## src/rtl/a429_rx_pkg.sv

```systemverilog
package a429_rx_pkg;
    localparam int WORD_BITS  = 32;
    localparam int LABEL_BITS = 8;
    localparam int HALF_BITS  = WORD_BITS / 2;

    typedef logic [WORD_BITS-1:0]  word_t;
    typedef logic [LABEL_BITS-1:0] label_t;

    typedef enum logic {PULSE_ZERO = 1'b0, PULSE_ONE = 1'b1} pulse_e;

    typedef struct packed {
        logic filt_en;
        logic par_chk;
        logic unscramble;
    } rx_cfg_t;

    // first received bit is the label MSB
    function automatic label_t label_of(word_t w);
        label_t l;
        for (int i = 0; i < LABEL_BITS; i++) l[LABEL_BITS-1-i] = w[i];
        return l;
    endfunction

    function automatic logic parity_odd(word_t w);
        return ^w;
    endfunction

    function automatic word_t host_order(word_t w, logic unscr);
        word_t r;
        r = w;
        if (unscr) r[LABEL_BITS-1:0] = label_of(w);
        return r;
    endfunction
endpackage

```

## src/rtl/a429_bit_decoder.sv

```systemverilog
module a429_bit_decoder
    import a429_rx_pkg::*;
#(
    parameter int OVERSAMPLE = 10,
    parameter int FAST_DIV   = 1,
    parameter int SLOW_DIV   = 8
) (
    input  logic  clk,
    input  logic  rst,
    input  logic  rate_slow,
    input  logic  line_one,
    input  logic  line_zero,
    output logic  word_done,
    output word_t raw_word
);
    localparam int PMIN  = (OVERSAMPLE * 3) / 10;
    localparam int PMAX  = (OVERSAMPLE * 7) / 10;
    localparam int RMAX  = PMAX + 1;
    localparam int GAP   = 4 * OVERSAMPLE;
    localparam int RW    = $clog2(RMAX + 1);
    localparam int GW    = $clog2(GAP + 1);
    localparam int DW    = $clog2(SLOW_DIV + 1);
    localparam int BW    = $clog2(WORD_BITS);

    logic [DW-1:0] div_cnt, div_lim;
    logic          tick;
    logic [RW-1:0] run_len;
    pulse_e        run_line;
    logic [GW-1:0] gap_cnt;
    logic [BW-1:0] bit_cnt;
    logic          armed, bad;

    assign div_lim = rate_slow ? DW'(SLOW_DIV - 1) : DW'(FAST_DIV - 1);
    assign tick    = (div_cnt == '0);

    always_ff @(posedge clk) begin
        if (rst) div_cnt <= '0;
        else if (div_cnt >= div_lim) div_cnt <= '0;
        else div_cnt <= div_cnt + 1'b1;
    end

    always_ff @(posedge clk) begin
        word_done <= 1'b0;
        if (rst) begin
            run_len  <= '0;
            run_line <= PULSE_ZERO;
            gap_cnt  <= '0;
            bit_cnt  <= '0;
            armed    <= 1'b0;
            bad      <= 1'b0;
            raw_word <= '0;
        end else if (tick) begin
            if (line_one || line_zero) begin
                gap_cnt <= '0;
                if (line_one && line_zero) begin
                    bad     <= 1'b1;
                    run_len <= '0;
                end else if (run_len != '0 && run_line != pulse_e'(line_one)) begin
                    bad      <= 1'b1;
                    run_len  <= RW'(1);
                    run_line <= pulse_e'(line_one);
                end else begin
                    run_line <= pulse_e'(line_one);
                    if (run_len != RW'(RMAX)) run_len <= run_len + 1'b1;
                end
            end else begin
                if (gap_cnt != GW'(GAP)) gap_cnt <= gap_cnt + 1'b1;
                if (gap_cnt == GW'(GAP - 1)) begin
                    armed   <= 1'b1;
                    bit_cnt <= '0;
                    bad     <= 1'b0;
                end
                if (run_len != '0) begin
                    run_len <= '0;
                    if (run_len < RW'(PMIN) || run_len > RW'(PMAX)) begin
                        bad <= 1'b1;
                    end else if (armed && !bad) begin
                        raw_word[bit_cnt] <= (run_line == PULSE_ONE);
                        bit_cnt <= bit_cnt + 1'b1;
                        if (bit_cnt == BW'(WORD_BITS - 1)) begin
                            word_done <= 1'b1;
                            armed     <= 1'b0;
                        end
                    end
                end
            end
        end
    end


    done_disarms_chk: assert property (@(posedge clk) disable iff (rst)
        word_done |-> !armed);


    both_high_chk: assert property (@(posedge clk) disable iff (rst)
        (tick && line_one && line_zero) |=> bad);
endmodule

```

## src/rtl/a429_label_table.sv

```systemverilog
module a429_label_table
    import a429_rx_pkg::*;
#(
    parameter int ENTRIES = 16
) (
    input  logic                       clk,
    input  logic                       rst,
    input  logic                       we,
    input  logic [$clog2(ENTRIES)-1:0] idx,
    input  label_t                     wval,
    input  label_t                     probe,
    output logic                       hit
);
    label_t             lbl [ENTRIES];
    logic [ENTRIES-1:0] valid;
    logic [ENTRIES-1:0] match;

    always_ff @(posedge clk) begin
        if (rst) begin
            valid <= '0;
            for (int i = 0; i < ENTRIES; i++) lbl[i] <= '0;
        end else if (we) begin
            valid[idx] <= 1'b1;
            lbl[idx]   <= wval;
        end
    end

    for (genvar g = 0; g < ENTRIES; g++) begin : g_cmp
        assign match[g] = valid[g] && (lbl[g] == probe);
    end

    assign hit = |match;


    table_cleared_chk: assert property (@(posedge clk) disable iff (rst)
        $past(rst) |-> !hit);
endmodule

```

## src/rtl/a429_word_fifo.sv

```systemverilog
module a429_word_fifo
    import a429_rx_pkg::*;
#(
    parameter int DEPTH = 32
) (
    input  logic                     clk,
    input  logic                     rst,
    input  logic                     push,
    input  word_t                    wdata,
    input  logic                     pop,
    output word_t                    head,
    output logic [$clog2(DEPTH):0]   count
);
    localparam int AW = $clog2(DEPTH);
    localparam int CW = AW + 1;
    localparam logic [CW-1:0] FULL_CNT = CW'(DEPTH);

    word_t         mem [DEPTH];
    logic [AW-1:0] wptr, rptr;
    logic          do_push, do_pop;

    assign do_pop  = pop && (count != '0);
    assign do_push = push && (count != FULL_CNT);
    assign head    = mem[rptr];

    always_ff @(posedge clk) begin
        if (do_push) mem[wptr] <= wdata;
    end

    always_ff @(posedge clk) begin
        if (rst) begin
            wptr  <= '0;
            rptr  <= '0;
            count <= '0;
        end else begin
            if (do_push) wptr <= wptr + 1'b1;
            if (do_pop)  rptr <= rptr + 1'b1;
            case ({do_push, do_pop})
                2'b10:   count <= count + 1'b1;
                2'b01:   count <= count - 1'b1;
                default: count <= count;
            endcase
        end
    end


    drop_when_full_chk: assert property (@(posedge clk) disable iff (rst)
        (count == FULL_CNT && push && !pop) |=> count == FULL_CNT);


    empty_pop_chk: assert property (@(posedge clk) disable iff (rst)
        (count == '0 && pop && !push) |=> count == '0);


    push_inc_chk: assert property (@(posedge clk) disable iff (rst)
        (push && !pop && count != FULL_CNT) |=> count == $past(count) + 1'b1);
endmodule

```

## src/rtl/a429_rx_filter.sv

```systemverilog
module a429_rx_filter
    import a429_rx_pkg::*;
#(
    parameter int OVERSAMPLE = 10,
    parameter int FAST_DIV   = 1,
    parameter int SLOW_DIV   = 8,
    parameter int LBL_COUNT  = 16,
    parameter int FIFO_DEPTH = 32
) (
    input  logic                         clk,
    input  logic                         rst,
    input  logic                         rate_slow,
    input  logic                         line_one,
    input  logic                         line_zero,
    input  logic                         filt_en,
    input  logic                         par_chk_en,
    input  logic                         unscramble_en,
    input  logic                         lbl_we,
    input  logic [$clog2(LBL_COUNT)-1:0] lbl_idx,
    input  logic [7:0]                   lbl_val,
    input  logic                         rd_en,
    input  logic                         half_sel,
    output logic [15:0]                  rd_data,
    output logic                         data_ready,
    output logic                         half_full,
    output logic                         full
);
    localparam int CW = $clog2(FIFO_DEPTH) + 1;

    rx_cfg_t       cfg;
    logic          word_done, lbl_hit, accept;
    word_t         raw_word, head;
    logic [CW-1:0] count;

    assign cfg = '{filt_en: filt_en, par_chk: par_chk_en, unscramble: unscramble_en};

    a429_bit_decoder #(
        .OVERSAMPLE(OVERSAMPLE), .FAST_DIV(FAST_DIV), .SLOW_DIV(SLOW_DIV)
    ) u_dec (
        .clk(clk), .rst(rst), .rate_slow(rate_slow),
        .line_one(line_one), .line_zero(line_zero),
        .word_done(word_done), .raw_word(raw_word)
    );

    a429_label_table #(.ENTRIES(LBL_COUNT)) u_tbl (
        .clk(clk), .rst(rst), .we(lbl_we), .idx(lbl_idx), .wval(lbl_val),
        .probe(label_of(raw_word)), .hit(lbl_hit)
    );

    assign accept = (!cfg.par_chk || parity_odd(raw_word)) && (!cfg.filt_en || lbl_hit);

    a429_word_fifo #(.DEPTH(FIFO_DEPTH)) u_fifo (
        .clk(clk), .rst(rst),
        .push(word_done && accept), .wdata(host_order(raw_word, cfg.unscramble)),
        .pop(rd_en && half_sel), .head(head), .count(count)
    );

    assign data_ready = (count != '0);
    assign half_full  = (count >= CW'(FIFO_DEPTH / 2));
    assign full       = (count == CW'(FIFO_DEPTH));
    assign rd_data    = !data_ready ? '0 :
                        half_sel ? head[HALF_BITS +: HALF_BITS] : head[HALF_BITS-1:0];


    flag_nesting_chk: assert property (@(posedge clk) disable iff (rst)
        full |-> (half_full && data_ready));


    lower_read_keeps_chk: assert property (@(posedge clk) disable iff (rst)
        (rd_en && !half_sel && !word_done) |=> $stable(count));
endmodule

```

## config.mk

```make
export PLATFORM = sky130hd
export DESIGN_NAME = a429_rx_filter
export DESIGN_NICKNAME = d
export VERILOG_FILES = /design/src/rtl/a429_rx_pkg.sv /design/src/rtl/a429_bit_decoder.sv /design/src/rtl/a429_label_table.sv /design/src/rtl/a429_word_fifo.sv /design/src/rtl/a429_rx_filter.sv
export SDC_FILE = /design/constraint.sdc
export NUM_CORES = 1
export LEC_CHECK = 0
export ABC_CLOCK_PERIOD_IN_PS = 7400
export BUFFER_PORTS_ARGS = -buffer_cell sky130_fd_sc_hd__buf_2
export CAP_MARGIN = 20
export CORE_MARGIN = 2
export CORE_UTILIZATION = 51
export DETAILED_ROUTE_END_ITERATION = 7
export PLACE_DENSITY = 0.68
export SETUP_SLACK_MARGIN = 0.3
export SYNTH_ARGS = -nofsm -noshare
export SYNTH_HDL_FRONTEND = slang
export SYNTH_HIERARCHICAL = 1
export SYNTH_SLANG_ARGS = --single-unit
```

## constraint.sdc

```tcl
create_clock -name clk -period 7.4 [get_ports clk]
set_input_delay 1.11 -clock clk [delete_from_list [all_inputs] [get_ports clk]]
set_output_delay 1.11 -clock clk [all_outputs]
set_load 0.02 [all_outputs]
```

==> implementation parameters, run 1 <==
Parameter                              Value

Worst setup path
  Worst Setup Path Type    reg2out
  Critical register-to-register path endpoint    u_fifo/mem[8][25]
  CP endpoint kind    output port
  Reg2reg start    u_dec/raw_word[2]
  Register-to-Register Setup Slack    2170 ps
  R2r worst-path depth    13
  Arrival time of the worst setup path    about 4500 ps
  Data required time at the worst endpoint    6290 ps
  Launching element type of the critical path    flop
  Crit-path max FO    slightly above 40

Clock tree
  Clock transition at the registers of the reported paths    60 ps
  Buffer levels on the longest clock path    3
  Post-CTS sizing    0
  Setup fix buffers added after clock tree synthesis    0
  CTS tree    done
  TritonCTS buffer count    121
  H-tree depth    3
  Library cell used as clock root buffer    sky130_fd_sc_hd__clkbuf_16
  Clock insertion delay at the later pin of the skew report    700 ps
  Number of hold buffers added after cts    0
  TritonCTS Sinks    1244

Route
  Vias    27154
  Antenna-violating nets left    0
  Average detailed-routed wire length per instance    26.47 um
  DR DRC count    0
  Detailed Route Iter0 Violations    3009
  Number of iterations in the first detailed-routing pass    6
  Via/cell ratio    6.091
  Routed wire length    118.0 mm

Power and ir drop
  Combinational power share    1.3%
  VDD IR max    0.0001958 V
  Internal    about 0.011 W
  Relative contribution of sequential cells to total power    about 55%
  Leak pwr    20.70 nW
  Fraction of power spent switching nets    19.76%
  Power share of the clock group    43.6%
  Switching power summed over all nets    0.002743 W
  Power density cells    243.0 nW/um^2

Floorplan
  Die width    320.0 um
  Initial core utilization    51.60%
  Standard-cell row count    115
  Area enclosed by the die boundary    102400 um^2
  Total I/O pin count    between 40 and 50
  Height of the chip    320.0 um
  Core Area    roughly 99000 um^2

Finish
  Area growth syn-to-layout    12.12%
  Net count reported at finish    3112
  Share of layout cells above drive strength 1    22.33%
  Total non-filler cell area in the finished layout    57100 um^2
  Final Core Density    57.85%
  Area taken by multi-input logic gates    between 10000 and 15000 um^2
  Fill count    7280
  Register cell area after layout    36450 um^2

Min path
  Worst hold-check path type    reg2reg
  End point of the most critical hold path    u_tbl/valid[9]
  Number of cells on the worst hold path    1
  Origin of the worst min-delay path    u_tbl/valid[9]

Synth
  Share of the synthesized area in the top cell type    67.92%
  Average footprint of a synthesized cell    17.02 um^2
  Number of nets in the synthesized netlist    3040
  Parity-gate share of the synthesized area counting xor and xnor cells    3.009%
  Library cell with the largest summed area after synthesis    sky130_fd_sc_hd__edfxtp_1
  Summed instance area of the synthesized netlist    50930 um^2
  Compound-Gate Fraction of Synth Area    4.886%
  Post-Synthesis Cells    2993
  Biggest area contributors in the synthesized netlist    sky130_fd_sc_hd__edfxtp_1 (68%), sky130_fd_sc_hd__mux4_2 (5.7%), sky130_fd_sc_hd__mux2_2 (4.5%), sky130_fd_sc_hd__dfxtp_1 (3.6%), sky130_fd_sc_hd__xor2_1 (2.0%)
  Arithmetic-cell share of the synthesized area counting full adders, half adders and majority gates    0.5896%
  Number of distinct library cells after synthesis    81
  Number of enable flip-flop cells after synthesis    between 1000 and 1500
  Mux cell area share after synthesis    10.97%
  Async S/R FF share, synth    0%
  Count of state elements after synthesis    between 1000 and 1500
  Sequential element share of the synthesized area    71.54%
  Dominant combinational cell family by area after synthesis    multiplexers
  Yosys warns    6
  Fraction of the mapped netlist area in simple logic gates    7.058%
  Top FF cell, synth    sky130_fd_sc_hd__edfxtp_1

GRT
  Overflow left after global routing    0
  GRT Util Overall    approximately 23%
  Wire length of the first global-routing pass    ~170 mm
  Via count of the first global-routing pass    27096
  Pin count of the biggest net entering global routing    roughly 70
  Antenna violations before repair    5

Timing
  Relative max-transition margin    between 20% and 30%
  Transition time of the tightest slew-check pin    approximately 1100 ps
  Maximum clock frequency    179.8 MHz
  Layout Skew    ~26 ps
  Worst hold margin    455.7 ps
  Fin Setup TNS    0 ps
  Number of failing hold endpoints at the final stage    0
  Post-route clock period utilization    between 70% and 80%
  Unrepaired setup endpoints after global routing    false
  Max-slew violation total from the final report    0
  Time the final worst path needs with I/O delays and setup    5560 ps
  Final setup vio count    0

Place
  Final RePlAce weighted congestion    ~0.83
  Total placed instance area    52720 um^2
  Port Buffer Count    between 40 and 50
  Half-perimeter wire length after detailed placement    ~71 mm

Flow run
  Count of max-cap constraint violations    0

Run status
  Status    finished clean
[cell families after synthesis]
logic type,after synthesis
and+or+nand+nor,610
buffers and inverters,204
DFF,1244
adders and majority gates,24
xor gates and xnor gates,175
muxes,373
AOI/OAI and AO/OA,363
[metal layers]
layer  GRT usage (%)  vias to the layer above  share of wire [%]
li1                -                    11864                  -
met1           31.54                    14027                 41
met2           37.53                     1084                 49
met3           4.414                      175                7.8
met4           5.915                        4                2.2
met5               0                        -              0.023
[flip-flops by register name (all words and copies together), names as in the netlist, named ones only]
signal,count
u_fifo/count,6
u_dec/run_len,4
u_tbl/lbl,128
u_dec/run_line,1
u_dec/raw_word,32
u_dec/gap_cnt,6
u_dec/word_done,1
u_dec/bit_cnt,5
u_fifo/wptr,5
u_fifo/rptr,5
u_dec/div_cnt,4
u_dec/armed,1
u_dec/bad,1
u_tbl/valid,16
u_fifo/mem,1024
[cells in the mapped netlist (17+ instances only)]
cell type and instances:
sky130_fd_sc_hd__edfxtp_1 1152, sky130_fd_sc_hd__mux2_2 203, sky130_fd_sc_hd__and2_1 132, sky130_fd_sc_hd__mux4_2 128
sky130_fd_sc_hd__clkbuf_1 123, sky130_fd_sc_hd__xor2_1 116, sky130_fd_sc_hd__dfxtp_1 92, sky130_fd_sc_hd__o21ai_0 91
sky130_fd_sc_hd__nor2_1 88, sky130_fd_sc_hd__nor3_1 77, sky130_fd_sc_hd__nor2b_1 74, sky130_fd_sc_hd__a211oi_1 65
sky130_fd_sc_hd__o22ai_1 65, sky130_fd_sc_hd__a22o_1 64, sky130_fd_sc_hd__xnor2_1 59, sky130_fd_sc_hd__mux2i_1 42
sky130_fd_sc_hd__nand2b_1 35, sky130_fd_sc_hd__or4_1 34, sky130_fd_sc_hd__nand2_1 31, sky130_fd_sc_hd__inv_1 27
sky130_fd_sc_hd__a21oi_1 25, sky130_fd_sc_hd__nand3_1 25, sky130_fd_sc_hd__ha_1 24, sky130_fd_sc_hd__nand4_1 24
sky130_fd_sc_hd__buf_6 19, sky130_fd_sc_hd__buf_2 18, sky130_fd_sc_hd__a21o_1 17, sky130_fd_sc_hd__nor4_1 17
[per-stage QoR]
stage                     setup slack, ps  total power (W)  instances
after global routing                 1604          0.01427       4457
final                                1840          0.01388       4458
after detailed placement             2360         0.007981       4204
after CTS                            1718          0.01398       4432
after floorplan                      3462         0.007914       2993
after global placement               2486         0.007970       4201
[worst max path at each step]
| stage | startpoint | slack (ps) | endpoint | cells past startpoint |
|---|---|---|---|---|
| 6_report | flop | 1840 | rd_data[10] | 7 |
| 5_1_grt | flop | 1600 | rd_data[12] | 7 |
| 4_1_cts | flop | 1720 | rd_data[11] | 7 |
| 3_5_place_dp | u_dec/raw_word[4] | 2360 | u_fifo/mem[8][28] | 13 |
| 3_3_place_gp | u_dec/raw_word[3] | 2490 | u_fifo/mem[8][27] | 13 |
| 2_1_floorplan | u_dec/raw_word[26] | 3460 | u_fifo/mem[30][0] | 9 |
[power by group through the flow]
stage               Clock (W)  Combinational [W]  Sequential (W)
floorplan                   0           0.000120         0.00779
global placement            0           0.000166         0.00780
global route          0.00641           0.000196         0.00765
detailed placement          0           0.000175         0.00781
finish                0.00605           0.000177         0.00766
CTS                   0.00615           0.000176         0.00766
[worst max-delay path, stage by stage (launching register included)]
cell	delay [ps]
sky130_fd_sc_hd__dfxtp_4	870
sky130_fd_sc_hd__buf_4	630
sky130_fd_sc_hd__mux4_2	580
sky130_fd_sc_hd__a22o_1	240
sky130_fd_sc_hd__or4_1	500
sky130_fd_sc_hd__mux2i_1	570
sky130_fd_sc_hd__nor2_1	90
sky130_fd_sc_hd__buf_2	200
[layout by cell type, fill, tap and decap left out, types with 21 or more instances in the layout]
master                      instances
sky130_fd_sc_hd__nor2_1            54
sky130_fd_sc_hd__a22o_1            64
sky130_fd_sc_hd__edfxtp_1        1152
sky130_fd_sc_hd__a211oi_1          65
sky130_fd_sc_hd__or4_1             34
sky130_fd_sc_hd__o22ai_1           65
sky130_fd_sc_hd__nand2b_1          33
sky130_fd_sc_hd__nor2b_1           73
sky130_fd_sc_hd__nor2_4            34
sky130_fd_sc_hd__clkbuf_16        121
sky130_fd_sc_hd__nand3_1           25
sky130_fd_sc_hd__buf_4             49
sky130_fd_sc_hd__nand4_1           24
sky130_fd_sc_hd__xor2_1           116
sky130_fd_sc_hd__buf_12            21
sky130_fd_sc_hd__xnor2_1           59
sky130_fd_sc_hd__clkinv_1          24
sky130_fd_sc_hd__a21oi_1           25
sky130_fd_sc_hd__mux2i_1           42
sky130_fd_sc_hd__dfxtp_1           88
sky130_fd_sc_hd__o21ai_0           91
sky130_fd_sc_hd__clkbuf_1          31
sky130_fd_sc_hd__and2_1           132
sky130_fd_sc_hd__buf_2             44
sky130_fd_sc_hd__nand2_1           31
sky130_fd_sc_hd__ha_1              24
sky130_fd_sc_hd__mux4_2           128
sky130_fd_sc_hd__nor3_1            77
sky130_fd_sc_hd__inv_1             27
sky130_fd_sc_hd__mux2_2           203
[final cells by class]
class	instances	share of cell area, %
diodes	1	0.004382
clock buffers	157	5.627
clock inverters	71	1.220
inverters	28	0.1841
multi-input cells	1545	24.13
flip-flops and latches	1244	63.82
well taps	1287	2.820
repair buffers	125	2.187
Power figures use the tool's default switching activity.
==> inputs of run 2 (changes only) <==
- ABC_CLOCK_PERIOD_IN_PS: 7400 -> 4800
- PLACE_DENSITY: 0.68 -> 0.71
- clock period: 7.4 -> 4.8 ns (I/O delays scaled with it)
==> implementation parameters, run 2 (synthesis results as in run 1) <==
Parameter                              Value

GRT
  GRT met1 Usage    31.25% (-0.29 points)
  Met2 global-route usage    40.41% (+2.9 points)
  Met3 Resource Use GR    3.616% (-0.80 points)
  Wire length of the first global-routing pass    179.7 mm (+2.8%)
  Via count of the first global-routing pass    28196 (+4.1%)
  Layer with the highest usage after global routing    met2
  Overflow left after global routing    0 (unchanged)
  GRT Util Overall    23.60% (+0.74 points)
  Pin count of the biggest net entering global routing    127 (+79%)
  Antenna violations before repair    3 (-2)

Timing
  Layout Skew    25.47 ps (-0.09670 ps)
  Fin Setup TNS    0 ps (unchanged)
  Time the final worst path needs with I/O delays and setup    4392 ps
  Maximum clock frequency    227.7 MHz
  Unrepaired setup endpoints after global routing    true
  Final setup vio count    0 (unchanged)
  Post-route clock period utilization    91.50%
  Relative max-transition margin    25.95% (+2.4 points)
  Transition time of the tightest slew-check pin    1099 ps (-44.20 ps)
  Number of failing hold endpoints at the final stage    0 (unchanged)
  Max-slew violation total from the final report    0 (unchanged)
  Final critical-path setup slack    408.1 ps (-1431 ps)

Worst setup path
  Ordered list of cells on the worst path    buf_12 -> nand2b_2 -> buf_12 -> buf_4 -> o22ai_1 -> nor3_1 -> or4_1 -> mux2i_1 -> nor2_1 -> buf_2
  Reg2reg start    u_dec/raw_word[5]
  Launching element type of the critical path    flop
  Total buffers and inverters traversed by the critical path    4 (+2)
  Family of cells with the greatest summed delay on the critical path    simple AND/OR/NAND/NOR gates
  Arrival time of the worst setup path    3670 ps (-780 ps)
  Crit-path max FO    28 (-32%)
  Worst Setup Path Type    reg2out
  Most frequent cell on the critical path    sky130_fd_sc_hd__buf_12
  CP peak stage delay    520 ps (-350 ps)
  Data required time at the worst endpoint    4080 ps (-2210 ps)
  CP endpoint kind    output port
  Cell with the biggest individual delay on the critical path    sky130_fd_sc_hd__or4_1

Route
  Number of iterations in the first detailed-routing pass    7 (+1)
  Average detailed-routed wire length per instance    26.90 um (+1.6%)
  Via/cell ratio    6.153 (+1.0%)
  Detailed Route Iter0 Violations    3019 (+0.33%)
  Vias    27798 (+2.4%)
  Antenna-violating nets left    0 (unchanged)
  DR DRC count    0 (unchanged)
  Routed wire length    121.5 mm (+3.0%)

Clock tree
  Number of hold buffers added after cts    0 (unchanged)
  Buffer levels on the longest clock path    3 (unchanged)
  TritonCTS buffer count    120 (-0.83%)
  Clock transition at the registers of the reported paths    60 ps (about the same)
  TritonCTS Sinks    1244 (unchanged)
  CTS tree    done
  Clock insertion delay at the later pin of the skew report    720 ps (+20 ps)
  Library cell used as clock root buffer    sky130_fd_sc_hd__clkbuf_16
  H-tree depth    3 (unchanged)

Power and ir drop
  Internal    0.01731 W (+55%)
  Fraction of power spent switching nets    19.70% (-0.065 points)
  Combinational power share    1.3% (about the same)
  Switching power summed over all nets    0.004246 W (+55%)
  Power share of the clock group    44.0% (+0.4 points)
  VDD IR max    0.0003588 V (+83%)
  Leak pwr    21.12 nW (+2.1%)
  Power density cells    373.2 nW/um^2 (+54%)
  Relative contribution of sequential cells to total power    54.7% (-0.5 points)

Finish
  Largest registers    u_fifo/mem (1024), u_tbl/lbl (128), u_dec/raw_word (32)
  Commonest cells after routing, fill and taps aside    sky130_fd_sc_hd__edfxtp_1 (1152), sky130_fd_sc_hd__mux2_2 (203), sky130_fd_sc_hd__and2_1 (132)
  Area taken by multi-input logic gates    13790 um^2 (about the same)
  Final Core Density    58.51% (+0.66 points)
  Fill count    7199 (-1.1%)
  Register cell area after layout    36450 um^2 (about the same)
  Area growth syn-to-layout    13.40%
  Net count reported at finish    3175 (+2.0%)
  Share of layout cells above drive strength 1    24.30% (+2.0 points)
  Register with the highest flop count    u_fifo/mem
  Most frequent standard cell in the layout excluding fill and tap cells    sky130_fd_sc_hd__edfxtp_1
  Largest register FFs    1024 (unchanged)

Floorplan
  Total I/O pin count    42 (unchanged)
  Core Area    98710 um^2 (unchanged)
  Standard-cell row count    115 (unchanged)
  Initial core utilization    51.60% (unchanged)
  Area enclosed by the die boundary    102400 um^2 (unchanged)
  Height of the chip    320.0 um (unchanged)
  Die width    320.0 um (unchanged)

Run status
  Status    finished clean

Place
  Half-perimeter wire length after detailed placement    70.27 mm (-0.83%)
  Pre-CTS setup slack    366.1 ps (-1993 ps)
  Port Buffer Count    41 (unchanged)
  Final RePlAce weighted congestion    0.8460 (+1.8%)

Min path
  Worst hold-check path type    in2reg
  Origin of the worst min-delay path    line_one

Flow run
  Count of max-cap constraint violations    0 (unchanged)
run 2: cell count changes in the layout (fill, tap and decap cells not counted), sizes merged:
cell	change
buf	+65
clkinv	+4
inv	-1
clkinvlp	-7
bufinv	+1
clkbuf	-2
run 2: tightest hold or removal path: stages:
cell	delay, ps
sky130_fd_sc_hd__buf_2	130
sky130_fd_sc_hd__nand3_1	70
sky130_fd_sc_hd__a21oi_1	50
run 2: area by class of cell:
cell class	instances	share of cell area [%]
flip-flops and latches	1244	63.11
multi-input cells	1545	23.88
clock buffers	156	5.661
repair buffers	189	3.092
well taps	1287	2.788
clock inverters	68	1.285
inverters	28	0.1820
diodes	1	0.004333
run 2: power groups by stage:
stage / clock network (W) / registers [W] / logic, W
finish: 0.00948 / 0.0118 / 0.000272
global route: 0.0100 / 0.0118 / 0.000300
CTS: 0.00962 / 0.0118 / 0.000269
detailed placement: 0 / 0.0120 / 0.000268
global placement: 0 / 0.0120 / 0.000253
floorplan: 0 / 0.0120 / 0.000185
run 2: final timing paths:
| kind | to | slack, ps | cells after the start |
|---|---|---|---|
| worst max-delay path | rd_data[9] | 410 | 10 |
| worst min-delay path | u_dec/run_line | 320 | 3 |
| worst max register to register | u_fifo/count[4] | 560 | 18 |
| worst min register to register | u_tbl/valid[7] | 460 | 1 |
run 2: metal layers:
layer | share of wire [%] | vias to the layer above
met5 | 0.0082 | -
met4 | 2.8 | 2
met2 | 50 | 1131
met3 | 7.6 | 212
li1 | - | 11987
met1 | 39 | 14466
run 2: what timing repair did:
item / in CTS / in global routing
resized for setup: 4 / 6
gates cloned: 0 / 1
setup endpoints to repair: 10 / 25
buffers inserted: 6 / 9
run 2: through the flow:
stage	std cells	instance area, um^2	hold slack [ps]	total power (W)
after floorplan	2993	50930	425.6	0.01220
after global placement	4269	53490	434.5	0.01228
after detailed placement	4269	53490	443.1	0.01230
after CTS	4499	57590	278.5	0.02169
after global routing	4517	57750	336.5	0.02213
final	4518	57750	322.2	0.02156
